==> config.mk <==
export PLATFORM = sky130hd
export DESIGN_NAME = spline4_pipe
export DESIGN_NICKNAME = d
export VERILOG_FILES = /design/src/rtl/spl_pkg.sv /design/src/rtl/spl_index.sv /design/src/rtl/spl_stage.sv /design/src/rtl/spline4_pipe.sv
export SDC_FILE = /design/constraint.sdc
export NUM_CORES = 2
export LEC_CHECK = 0
export ABC_AREA = 1
export BUFFER_PORTS_ARGS = -buffer_cell sky130_fd_sc_hd__buf_2
export CAP_MARGIN = 20
export CORE_MARGIN = 4
export CORE_UTILIZATION = 50
export CTS_CLUSTER_SIZE = 8
export DETAILED_ROUTE_END_ITERATION = 16
export PLACE_DENSITY = 0.65
export SLEW_MARGIN = 20
export SYNTH_ARGS = -nofsm -noshare
export SYNTH_HDL_FRONTEND = slang
export SYNTH_SLANG_ARGS = --single-unit
==> constraint.sdc <==
create_clock -name clk -period 8.5 [get_ports clk]
set_input_delay 1.7 -clock clk [delete_from_list [all_inputs] [get_ports clk]]
set_output_delay 1.7 -clock clk [all_outputs]
set_load 0.01 [all_outputs]
==> src/rtl/spl_pkg.sv <==
package spl_pkg;
    parameter int IN_W     = 18;
    parameter int SEG_BITS = 2;
    parameter int COEF_W   = 18;
    parameter int CH_BITS  = 2;
    parameter int NCOEF    = 4;
    localparam int NSEG    = 1 << SEG_BITS;
    localparam int T_W     = IN_W - SEG_BITS;
    localparam int ACC_W   = COEF_W + 2;
    localparam int PROD_W  = ACC_W + T_W;
    localparam int LAT     = NCOEF;

    typedef logic signed [COEF_W-1:0] coef_t;
    typedef logic signed [T_W-1:0]    loc_t;
    typedef logic signed [ACC_W-1:0]  acc_t;

    typedef struct packed {
        logic                   valid;
        logic [CH_BITS-1:0]     chan;
        loc_t                   t;
        coef_t [NCOEF-2:0]      c;
        acc_t                   acc;
    } slot_t;

    // Constant per-piece coefficient set; k selects the power of t.
    function automatic coef_t coef_lut(input logic [SEG_BITS-1:0] seg, input int k);
        coef_t r;
        r = '0;
        case (int'(seg))
            0: case (k) 0: r = 18'sd10000; 1: r = 18'sd6000;  2: r = 18'sd1500;  default: r = 18'sd300;   endcase
            1: case (k) 0: r = 18'sd20000; 1: r = 18'sd9000;  2: r = 18'sd2000;  default: r = -18'sd400;  endcase
            2: case (k) 0: r = 18'sd35000; 1: r = 18'sd12000; 2: r = -18'sd1000; default: r = 18'sd800;   endcase
            3: case (k) 0: r = 18'sd50000; 1: r = 18'sd16000; 2: r = 18'sd3000;  default: r = -18'sd1200; endcase
            default: r = '0;
        endcase
        return r;
    endfunction
endpackage

==> src/rtl/spl_index.sv <==
module spl_index
    import spl_pkg::*;
(
    input  logic               clk,
    input  logic               rst_n,
    input  logic               in_valid,
    input  logic [CH_BITS-1:0] in_chan,
    input  logic [IN_W-1:0]    in_x,
    output slot_t              out_q
);
    slot_t                d;
    slot_t                q;
    logic [IN_W-1:0]      offset_d;
    logic [SEG_BITS-1:0]  seg_d;

    always_comb begin
        offset_d = in_x ^ (IN_W'(1) << (IN_W - 1));
        seg_d    = offset_d[IN_W-1:T_W];
        d        = q;
        d.valid  = in_valid;
        if (in_valid) begin
            d.chan = in_chan;
            d.t    = {~offset_d[T_W-1], offset_d[T_W-2:0]};
            for (int k = 0; k < NCOEF - 1; k++) begin
                d.c[k] = coef_lut(seg_d, k);
            end
            d.acc = ACC_W'(coef_lut(seg_d, NCOEF - 1));
        end
    end

    always_ff @(posedge clk or negedge rst_n) begin
        if (!rst_n) q <= '0;
        else        q <= d;
    end

    assign out_q = q;
endmodule

==> src/rtl/spl_stage.sv <==
module spl_stage
    import spl_pkg::*;
#(
    parameter int STEP = 0
) (
    input  logic  clk,
    input  logic  rst_n,
    input  slot_t in_s,
    output slot_t out_q
);
    localparam int SHIFT = T_W - 1;
    localparam int HALF  = 1 << (T_W - 2);
    localparam int CIDX  = NCOEF - 2 - STEP;

    slot_t                     d;
    slot_t                     q;
    logic signed [ACC_W-1:0]   a_d;
    logic signed [T_W-1:0]     t_d;
    logic signed [PROD_W-1:0]  prod_d;
    logic signed [PROD_W-1:0]  rnd_d;

    always_comb begin
        a_d    = in_s.acc;
        t_d    = in_s.t;
        prod_d = PROD_W'(a_d) * PROD_W'(t_d);
        rnd_d  = (prod_d + PROD_W'(HALF)) >>> SHIFT;
        d       = q;
        d.valid = in_s.valid;
        if (in_s.valid) begin
            d     = in_s;
            d.acc = ACC_W'(rnd_d) + ACC_W'($signed(in_s.c[CIDX]));
        end
    end

    always_ff @(posedge clk or negedge rst_n) begin
        if (!rst_n) q <= '0;
        else        q <= d;
    end

    assign out_q = q;


    step_valid_chk: assert property (@(posedge clk) disable iff (!rst_n)
        q.valid == $past(in_s.valid));


    hold_acc_chk: assert property (@(posedge clk) disable iff (!rst_n)
        !in_s.valid |=> q.acc == $past(q.acc));
endmodule

==> src/rtl/spline4_pipe.sv <==
module spline4_pipe
    import spl_pkg::*;
(
    input  logic               clk,
    input  logic               rst_n,
    input  logic               in_valid,
    input  logic [CH_BITS-1:0] in_chan,
    input  logic [IN_W-1:0]    in_x,
    output logic               out_valid,
    output logic [CH_BITS-1:0] out_chan,
    output logic [ACC_W-1:0]   out_data
);
    slot_t stg [LAT];

    spl_index u_index (
        .clk      (clk),
        .rst_n    (rst_n),
        .in_valid (in_valid),
        .in_chan  (in_chan),
        .in_x     (in_x),
        .out_q    (stg[0])
    );

    for (genvar i = 0; i < NCOEF - 1; i++) begin : g_horner
        spl_stage #(.STEP(i)) u_stage (
            .clk   (clk),
            .rst_n (rst_n),
            .in_s  (stg[i]),
            .out_q (stg[i+1])
        );
    end

    assign out_valid = stg[LAT-1].valid;
    assign out_chan  = stg[LAT-1].chan;
    assign out_data  = stg[LAT-1].acc;

    // Cycles since reset, saturating at the latency, for history checks.
    logic [2:0] age_d, age_q;

    always_comb begin
        age_d = age_q;
        if (age_q != 3'(LAT)) age_d = age_q + 3'd1;
    end

    always_ff @(posedge clk or negedge rst_n) begin
        if (!rst_n) age_q <= '0;
        else        age_q <= age_d;
    end


    lat_valid_chk: assert property (@(posedge clk) disable iff (!rst_n)
        (age_q == 3'(LAT)) |-> (out_valid == $past(in_valid, LAT)));


    chan_tag_chk: assert property (@(posedge clk) disable iff (!rst_n)
        (age_q == 3'(LAT) && out_valid) |-> (out_chan == $past(in_chan, LAT)));
endmodule

# == Word level (Yosys, flattened, before mapping) ==
# Index checks and enable logic that the tools add are counted.
# totals
reg_bits,370
input_bits,23
output_inout_bits,23
# op_classes
add_sub_neg,6
multipliers,3
eq_ne,3
n_mux,7
bitwise_logic,2
n_reduce_logical,1
# ops
op,count
$pmux 18 s4,4
$mux 93,3
$add 35x16->35 const B,3
$mul 20x16->35,2
$add 20x18->20,3
$mul 18x16->34,1
$eq 2x2->1 const B,2
$eq 2x1->1 const B,1
$logic_not 2->1,1
$not 1->1,2

# == Depth between registers and ports, before layout ==
# depth
word_depth,4
ltp_mapped,46
depth_no_buf,44

# == By module ==
# A second synthesis with hierarchy kept.
# hier_totals
hier_cells,6684
hier_area_um2,51742.1
# modules_own_cells
mod,n_inst,cells_each,area_each_um2
spl_stage (g_horner[1].u_stage),1,2157,16651.0
spl_stage (g_horner[0].u_stage),1,2161,16623.4
spl_stage (g_horner[2].u_stage),1,2163,16603.4
spl_index,1,203,1864.3

# == Worst setup path before layout ==
# OpenSTA, ideal clock, no wires.
# synth_path
path_kind,reg2reg
startpoint,"reg u_index.q, in the netlist u_index.out_q[16]"
endpoint,"reg g_horner[0].u_stage.q, in the netlist g_horner[0].u_stage.out_q[16]"
setup_ps,118
arrival_time_ps,7699
t_required_ps,8382
slack_ps,683
path_stages_with_launch,44
cell_sequence,dfrtp_1 -> clkbuf_1 -> clkbuf_1 -> nand2_1 -> inv_1 -> fa_1 -> inv_1 -> fa_1 -> fa_1 -> fa_1 -> inv_1 -> fa_1 -> inv_1 -> fa_1 -> inv_1 -> ha_1 -> nand2_1 -> nor2_1 -> [... 8 more ...] -> xor2_1 -> inv_1 -> fa_1 -> nand2_1 -> nand2_1 -> a21oi_1 -> o21ai_0 -> nand3_1 -> nand2_1 -> nand2_1 -> nand2_1 -> nand2_1 -> nand2_1 -> nand3_1 -> nand2_1 -> or2_2 -> nand3_1 -> nand2_1
# synth_via
elab_chain_cells,3
# synth_lines
item,line_no,source
"start, declared",spl_index.sv:12,slot_t q;
"start signal, assigned",spl_index.sv:32,if (!rst_n) q <= '0;
"start signal, assigned",spl_index.sv:33,else q <= d;
$mul 18x16->34,spl_stage.sv:25,prod_d = PROD_W'(a_d) * PROD_W'(t_d);
$add 35x16->35,spl_stage.sv:26,rnd_d = (prod_d + PROD_W'(HALF)) >>> SHIFT;
$add 20x18->20,spl_stage.sv:31,d.acc = ACC_W'(rnd_d) + ACC_W'($signed(in_s.c[CIDX]));
"end signal, assigned",spl_stage.sv:36,if (!rst_n) q <= '0;
"end signal, assigned",spl_stage.sv:37,else q <= d;
"end, declared",spl_stage.sv:16,slot_t q;
# No other way between the ends.
# A chain may end at the register's enable or synchronous reset.

# == Final worst setup path ==
# Same ends and word-level chain as after synthesis.

==> parameters.txt <==
Parameter                              Value

Synthesis
  Number of unique standard cell types used by synthesis    51
  Synth Instances    5099
  Synthesized area divided by synthesized cell count    7.817 sq um
  Most used DFF post-synth    dfrtp_1
  Number of enable-type register cells in the synthesized netlist    0
  Most frequently used cell type in the post-synthesis netlist    inv_1
  Largest area contributor in the netlist    fa_1
  Proportion of register bits with asynchronous set or reset after synthesis    100.0%
  Post-Syn Nets    6229
  Number of synthesized register bits    160
  Post-synth top area share    40.43%
  Top post-synthesis cells by area    fa_1, inv_1, nand2_1
  Synth Warn #    0
  Sequential element share of the synthesized area    10.04%
  Post-synth top cells    inv_1, nand2_1, fa_1
  Post-synth design cell area    0.03986 sq mm

Route
  Pre-Repair DR Iteration Count    6
  Average via count per standard cell    5.029
  Antenna Nets Post-Route    0
  Post-Route WL    104.9 mm
  Drt initial violations    1936
  DR vias    30926
  Remaining routing DRC violations    0
  Routed wirelength normalized by instance count    17.06 um

Clock network
  Count of H-tree levels built during CTS    4
  TritonCTS buffer count    17
  Clock root buffer    clkbuf_16
  Clock-pin slew reported for the worst setup and hold paths after clock tree synthesis    0.07 ns
  Largest buffer count on any clock path    2
  Clock sink total    160
  TritonCTS clock tree    yes
  Clock latency on the worst-skew pair    0.49 ns

Finish
  P&R area growth vs syn    6.595%
  Number of nets in the final layout    6217
  Final core occ    53.78%
  Antenna fix cells    0
  Storage cell area    0.004008 sq mm
  Fillers    7527
  Area of the multi-input gates    0.03015 sq mm
  Share of layout cells above drive strength 1    6.275%

STA
  RSZ-0062 raised after global routing    true
  Final critical-path required period    7.984 ns
  Clk_skew    0.01664 ns
  Max_slew headroom    29.79%
  Max frequency    125.3 MHz
  Total count of hold-check failures in the final report    0
  Final count of negative-setup-slack endpoints    0
  Count of pins over their slew limit    0
  Transition time of the tightest slew-check pin    1.053 ns
  Final cycle utilization of the critical path    93.93%

Setup path
  Crit Path Category    reg -> reg
  Critical path arrival    8.36 ns
  Endpoint of the worst-slack reg-to-reg timing path    g_horner[0].u_stage.out_q[16]
  Worst R2R Path Depth    41
  Cell type with the highest occurrence count on the critical path    nand2_1
  Data required time at the worst endpoint    8.88 ns
  Largest fanout on the critical path    4
  Reg2Reg Setup Slack    0.52 ns
  Worst-path cell with the longest stage delay    fa_1
  CP max stage delay    0.55 ns
  Kind of start point of the critical path    flip-flop
  CP Capture Type    flip-flop
  Worst reg2reg path startpoint    u_index.out_q[16]

Floorplanning
  Die Y    290.4 um
  Die area    0.08430 sq mm
  Rows    103
  Initial standard-cell utilization of the core    50.46%
  Horiz. Die Dim    290.4 um
  Standard cell core area    0.07900 sq mm
  I/O pin total    46

Run
  Number of max-cap violations    0

Global route
  Remaining global-route overflow    0
  Global-route wire length before repair    174.6 mm
  Antenna violations before repair    2
  Via count of the first global-routing pass    33082
  Pin count of the biggest net entering global routing    85
  Global router's overall resource usage    25.91%

Hold path
  Path type of the worst min-delay path    reg -> reg
  Hold path depth    2
  Beginning of the worst hold path    g_horner[2].u_stage.out_q[91]
  Hold Path Sink    g_horner[2].u_stage.out_q[91]

Place
  I/O Buffers    45
  HPWL after DPL    90.38 mm
  Placer congestion estimate    0.9395

Status
  Result of the run    complete, no violations
worst max-delay path by stage:
stage | to | slack [ns] | cells past startpoint | startpoint
after floorplan | g_horner[0].u_stage.out_q[16] | 0.68 | 43 | u_index.out_q[16]
after global placement | g_horner[0].u_stage.out_q[19] | 0.25 | 38 | u_index.out_q[16]
after detailed placement | g_horner[0].u_stage.out_q[19] | 0.19 | 38 | u_index.out_q[16]
after CTS | g_horner[0].u_stage.out_q[19] | 0.11 | 38 | u_index.out_q[16]
after global routing | g_horner[0].u_stage.out_q[19] | -0.1 | 39 | u_index.out_q[16]
final | g_horner[0].u_stage.out_q[16] | 0.52 | 41 | u_index.out_q[16]
per-layer routing:
metal / vias up / part of all wire, % / wire [um] / track usage [%]
li1: 14652 / - / - / -
met1: 15344 / 44 / 46170 / 35.55
met2: 797 / 47 / 49800 / 43.17
met3: 131 / 5.9 / 6172 / 4.157
met4: 2 / 2.7 / 2784 / 6.825
met5: - / 0.012 / 13 / 0
layout make-up:
cell class | count | area share, %
Multi-Input combinational cell | 3331 | 70.95
Inverter | 1420 | 12.57
Sequential cell | 160 | 9.432
Tap cell | 1050 | 3.092
Timing Repair Buffer | 157 | 2.556
Clock buffer | 19 | 1.042
Clock inverter | 13 | 0.3593
critical path, delay by kind of cell (launching register included):
family / cells / cell delay [ns]
and+or+nand+nor: 20 / 2.02
adders and majority gates: 9 / 3.94
AOI/OAI and AO/OA: 2 / 0.32
buffers and inverters: 8 / 0.74
DFF: 1 / 0.43
xor gates and xnor gates: 2 / 0.43
per-stage QoR:
stage          setup TNS [ns]  hold slack [ns]  setup WS (ns)  instance area (sq um)  cells
6_report                    0           0.4639         0.5163                  42490   6150
2_1_floorplan               0           0.3519         0.6834                  39860   5099
4_1_cts                     0           0.4717         0.1142                  42050   6140
3_5_place_dp                0           0.4543         0.1879                  41450   6108
5_1_grt               -0.2487           0.5048       -0.09619                  42490   6150
3_3_place_gp                0           0.4494         0.2462                  41450   6108
sequential cells by signal, indices dropped and copies added, names as in the netlist:
register,flops
g_horner.u_stage.out_q,126
u_index.out_q,34
cell families after synthesis:
kind of cell	count (synthesis)	share of synthesized area (%)
flip-flops	160	10.04
adder cells (fa/ha/maj)	1107	49.91
buffers and inverters	1608	15.19
AND/OR/NAND/NOR	1775	17.89
AO/OA/AOI/OAI	354	4.825
XOR/XNOR	95	2.144
cells in the final DEF (no fill, tap or decap), types with 7 or more instances in the layout:
master	instances
o31ai_1	8
nand2_1	1385
o21bai_1	15
nor4_1	7
buf_2	44
fa_1	799
a21oi_1	115
ha_4	10
a21oi_2	8
ha_1	284
nor3_1	13
clkbuf_16	17
nor2_2	13
nand2_2	16
nor2_1	150
ha_2	8
nand4_1	22
buf_4	109
a21o_1	8
o21ai_0	162
or2_2	33
xor2_1	46
a31oi_1	17
dfrtp_1	157
xnor2_1	43
and2_1	7
nand3_1	100
inv_1	1413
timing repair:
action                                  CTS  global route
buffers inserted                          0            10
hold buffers                              0             0
gates resized for setup                   0            88
endpoints found under the setup margin    0            11
Power is not shown: default switching activity piles up to over one toggle a cycle in this logic, so the estimate is an artifact.
